## config.mk

```make
export PLATFORM = sky130hd
export DESIGN_NAME = rail_seq
export DESIGN_NICKNAME = d
export VERILOG_FILES = /design/src/rtl/rail_seq.sv
export SDC_FILE = /design/constraint.sdc
export NUM_CORES = 1
export LEC_CHECK = 0
export BUFFER_PORTS_ARGS = -buffer_cell sky130_fd_sc_hd__buf_2
export CORE_UTILIZATION = 55
export DETAILED_ROUTE_END_ITERATION = 12
export GPL_ROUTABILITY_DRIVEN = 0
export PLACE_DENSITY_LB_ADDON = 0.15
export SYNTH_ARGS = -nofsm -noshare
export SYNTH_HDL_FRONTEND = slang
export SYNTH_SLANG_ARGS = --single-unit
```

## constraint.sdc

```tcl
create_clock -name clk -period 16.4 [get_ports clk]
set_clock_uncertainty 0.15 [all_clocks]
set_input_delay 3.28 -clock clk [delete_from_list [all_inputs] [get_ports clk]]
set_output_delay 3.28 -clock clk [all_outputs]
set_load 0.03 [all_outputs]
```

## src/rtl/rail_seq.sv

```systemverilog
module rail_seq #(
  parameter int GAP_MIN = 20,
  parameter int GAP_MAX = 30,
  parameter int LW      = 16,
  parameter logic [LW-1:0] TAPS = 16'hB400
) (
  input  logic          clk,
  input  logic          rst,
  input  logic          start,
  input  logic [LW-1:0] seed,
  output logic          en_top,
  output logic          en_p2a,
  output logic          en_p2b,
  output logic          en_p3a,
  output logic          en_p3b,
  output logic          done
);
  localparam int SPAN = GAP_MAX - GAP_MIN + 1;
  localparam int CW   = $clog2(GAP_MAX + 1);

  logic [LW-1:0] lfsr, lfsr_nxt, seed_nz;
  logic [CW-1:0] cnt;
  logic [2:0]    step;
  logic          run, ord, fire, go;
  logic [4:0]    en, pick;

  function automatic logic [CW-1:0] gap_of(input logic [LW-1:0] v);
    logic [31:0] m;
    m = 32'(v) % 32'(SPAN);
    return CW'(32'(GAP_MIN) - 32'd1 + m);
  endfunction

  assign seed_nz  = (seed == '0) ? LW'(1) : seed;
  assign lfsr_nxt = {lfsr[LW-2:0], ^(lfsr & TAPS)};
  assign fire     = run && (cnt == '0);
  assign go       = start && !run && (step == 3'd0);

  always_comb begin
    case (step)
      3'd0:    pick = 5'b00001;
      3'd1:    pick = lfsr[0] ? 5'b00100 : 5'b00010;
      3'd2:    pick = ord     ? 5'b00010 : 5'b00100;
      3'd3:    pick = lfsr[0] ? 5'b10000 : 5'b01000;
      3'd4:    pick = ord     ? 5'b01000 : 5'b10000;
      default: pick = 5'b00000;
    endcase
  end

  always_ff @(posedge clk) begin
    if (rst) begin
      en   <= '0;
      done <= 1'b0;
      run  <= 1'b0;
      ord  <= 1'b0;
      step <= '0;
      cnt  <= '0;
      lfsr <= LW'(1);
    end else begin
      done <= done | (&en);
      if (go) begin
        run  <= 1'b1;
        lfsr <= seed_nz;
        cnt  <= gap_of(seed_nz);
      end else if (fire) begin
        en   <= en | pick;
        lfsr <= lfsr_nxt;
        cnt  <= gap_of(lfsr_nxt);
        step <= step + 3'd1;
        if (step == 3'd1 || step == 3'd3) ord <= lfsr[0];
        if (step == 3'd4) run <= 1'b0;
      end else if (run) begin
        cnt <= cnt - CW'(1);
      end
    end
  end

  assign en_top = en[0];
  assign en_p2a = en[1];
  assign en_p2b = en[2];
  assign en_p3a = en[3];
  assign en_p3b = en[4];
endmodule

```

==> impl_results.md <==
- Main area contributors after synthesis: a21oi_1, dfxtp_1, nand2_1, nor2_1, xnor2_1
- Gr ovfl total: 0
- Most used cell, CP: ha_1
- Syn Area/Cell: 6.819 um2
- Setup TNS: 0 ns
- DR vias: 14,500
- Critical Path Source Type: input port
- Crit end category: register
- Die height: between 150 and 200 um
- CTS Root Cell: clkbuf_16
- H-tree depth: 2
- Rel. slew slack: between 30% and 40%
- Slowest-stage cell, CP: ha_1
- Most frequent cells in the layout: nand2_1, nor2_1, a21oi_1, o21ai_0, nor3_1
- Cell taking the most area after synthesis: a21oi_1
- Ports: 25
- Worst-Margin Slew: between 1 and 1.5 ns
- Final Hold Vio Count: 0
- Endpoint, Worst Hold: done$_SDFF_PP0_
- Hold Path Class: register to register
- Logic depth of the worst register-to-register path: 39
- Setup Crit Path Kind: input port to register
- First-pass GRT wire length: between 60 and 70 mm
- Number of global-route vias before repair: about 13,000
- Placed Area: approximately 12,000 um2
- Share of the synthesized area in the top cell type: 5.220%
- Cell area after layout: between 10,000 and 15,000 um2
- Setup Viol. Count Final: 0
- Wirelength, routed: between 30 and 40 mm
- Seq/Total Area, Yosys: just over 5%
- Worst-case clock buffer depth: 2
- Share of layout cells above drive strength 1: around 11%
- Hpwl dp: around 28 mm
- All-Layer GR Usage: 30.93%
- Main synth FF type: dfxtp_1
- Final number of max-transition violations: 0
- Fin cells: between 2,000 and 2,500
- WP data required: about 16 ns
- Post-layout min period: between 15 and 20 ns
- NumNets Final: between 1,500 and 2,000
- Worst skew pair latency: between 0.2 and 0.3 ns
- Die width: ~150 um
- Clk sinks: 32
- Post-synth ARST share: 0%
- Placeable Area: 22,090 um2
- Cell Rows: between 50 and 60
- Mapped cell area: about 13,000 um2
- I/O Buffers: 24
- R2R setup slack: between 2 and 3 ns
- Critical path arrival: roughly 16 ns
- Status: finished, final reports clean
- Crit-path max FO: 28
- Final worst path period share: a little over nine tenths
- Largest net degree at the start of global routing: 42
- Cts bufs inserted: 5
- HP Start: done$_SDFF_PP0_
- Syn nets: around 1,900
- Commonest non-fill, non-tap cell in the layout: nand2_1
- ANT nets after route: 0
- DRC Markers: 0
- Setup ws final: between 0.8 and 0.9 ns
- Post-synth EDFFs: 0
- Reg2reg start: lfsr[13]$_SDFFE_PP0P_
- Cell count after synthesis: roughly 1,800
- Max Fclk: 0.06436 GHz
- Distinct cells, synth: roughly 140
- Vias per std cell: a little over 7
- Unrepaired setup endpoints after global routing: false
- Die footprint: approximately 23,000 um2
- CP peak stage delay: roughly 0.45 ns
- Pre-antenna DRT Iters: 7
- DR iter-0 viols: 1,290
- Area grow syn2layout: 1.046%
- Hold Crit Depth: 2
- Synth warnings: 0
- Initial antenna violation count: 1
- Initial Util: around 57%
- Inst Count DP: 2,029
- CTS tree: yes
- CTS clk-pin slew, worst paths: 0.05 ns
- Post-Place Worst Slack: approximately 0.11 ns
- Reg2reg end: cnt[1]$_SDFFE_PP0P_
- Synth Register Bits: 32
- WL/cell: ~18 um
- Total of max-cap violations: 0
-- logic make-up (layout without fill, tap and decap cells) --
group                      count (synthesis)  count (layout)  synth area share [%]
AOI/OAI and AO/OA                        717             717                 42.82
xor gates and xnor gates                  81              81                 5.887
adders and majority gates                 18              18                 1.763
buffers and inverters                    174              96                 7.291
DFF                                       32              32                 5.100
muxes                                     59              59                 4.991
other                                      0               1                     0
and+or+nand+nor                          761             761                 32.14
-- metrics by stage --
stage | hold slack [ns] | utilization (%)
finish | 0.3153 | 57.45
floorplan | 0.2988 | -
global route | 0.3428 | 57.45
global placement | 0.2992 | 56.12
CTS | 0.3243 | 56.80
detailed placement | 0.3136 | 56.12
-- state kept, by name, summed over array words and instances (netlist names) --
register  count
cnt           5
done          1
en            5
lfsr         16
ord           1
run           1
step          3
-- critical path: cells and delay by family --
family / cells / cell delay [ns]
and+or+nand+nor: 10 / 2.36
AOI/OAI and AO/OA: 20 / 5.00
adders and majority gates: 5 / 1.52
xor gates and xnor gates: 6 / 1.41
buffers and inverters: 6 / 0.91
muxes: 3 / 1.10
-- synthesized netlist by cell type, types with 33 or more instances --
master,count
nand2_1,166
nand3_1,67
buf_2,36
a31oi_1,33
xnor2_1,58
and2_1,36
a21oi_1,131
clkbuf_1,54
inv_1,36
mux2i_1,40
o211ai_1,38
a21o_1,39
a211oi_1,34
o21ai_0,92
nor2_1,160
nor3_1,91
-- layout make-up --
class	count	area [um2]
multi-input combinational	1636	11090
fill	2140	9402
sequential	32	640.6
tap	280	350.3
timing repair buffer	47	305.3
inverter	41	153.9
clock buffer	6	138.9
clock inverter	2	10.01
antenna	1	2.502
-- layer usage --
metal  wire [um]  vias to the layer above  share of wire, %  GRT usage (%)
li1            -                     7005                 -              -
met1       16880                     6822                45          42.07
met2       17780                      612                47          52.55
met3        2435                       59               6.5          2.240
met4         600                        0               1.6          7.888
met5           0                        -                 0              0
-- how the worst max path moves through the flow --
| stage | from | end | slack, ns | cells past startpoint |
|---|---|---|---|---|
| 4_1_cts | seed[12] | cnt[4]$_SDFFE_PP0P_ | 0.36 | 47 |
| 2_1_floorplan | seed[15] | cnt[4]$_SDFFE_PP0P_ | 1.74 | 54 |
| 6_report | seed[12] | cnt[4]$_SDFFE_PP0P_ | 0.86 | 50 |
| 3_5_place_dp | seed[12] | cnt[4]$_SDFFE_PP0P_ | 0.11 | 49 |
| 3_3_place_gp | seed[12] | cnt[4]$_SDFFE_PP0P_ | 0.60 | 49 |
| 5_1_grt | seed[12] | cnt[4]$_SDFFE_PP0P_ | 0.03 | 51 |
-- repair_timing --
item                       CTS  global route
hold buffers                 0             0
resized for setup            0            17
setup endpoints to repair    0             4
hold endpoints to repair     0             0
buffers inserted             0             7
Power is not shown: default switching activity piles up to over one toggle a cycle in this logic, so the estimate is an artifact.
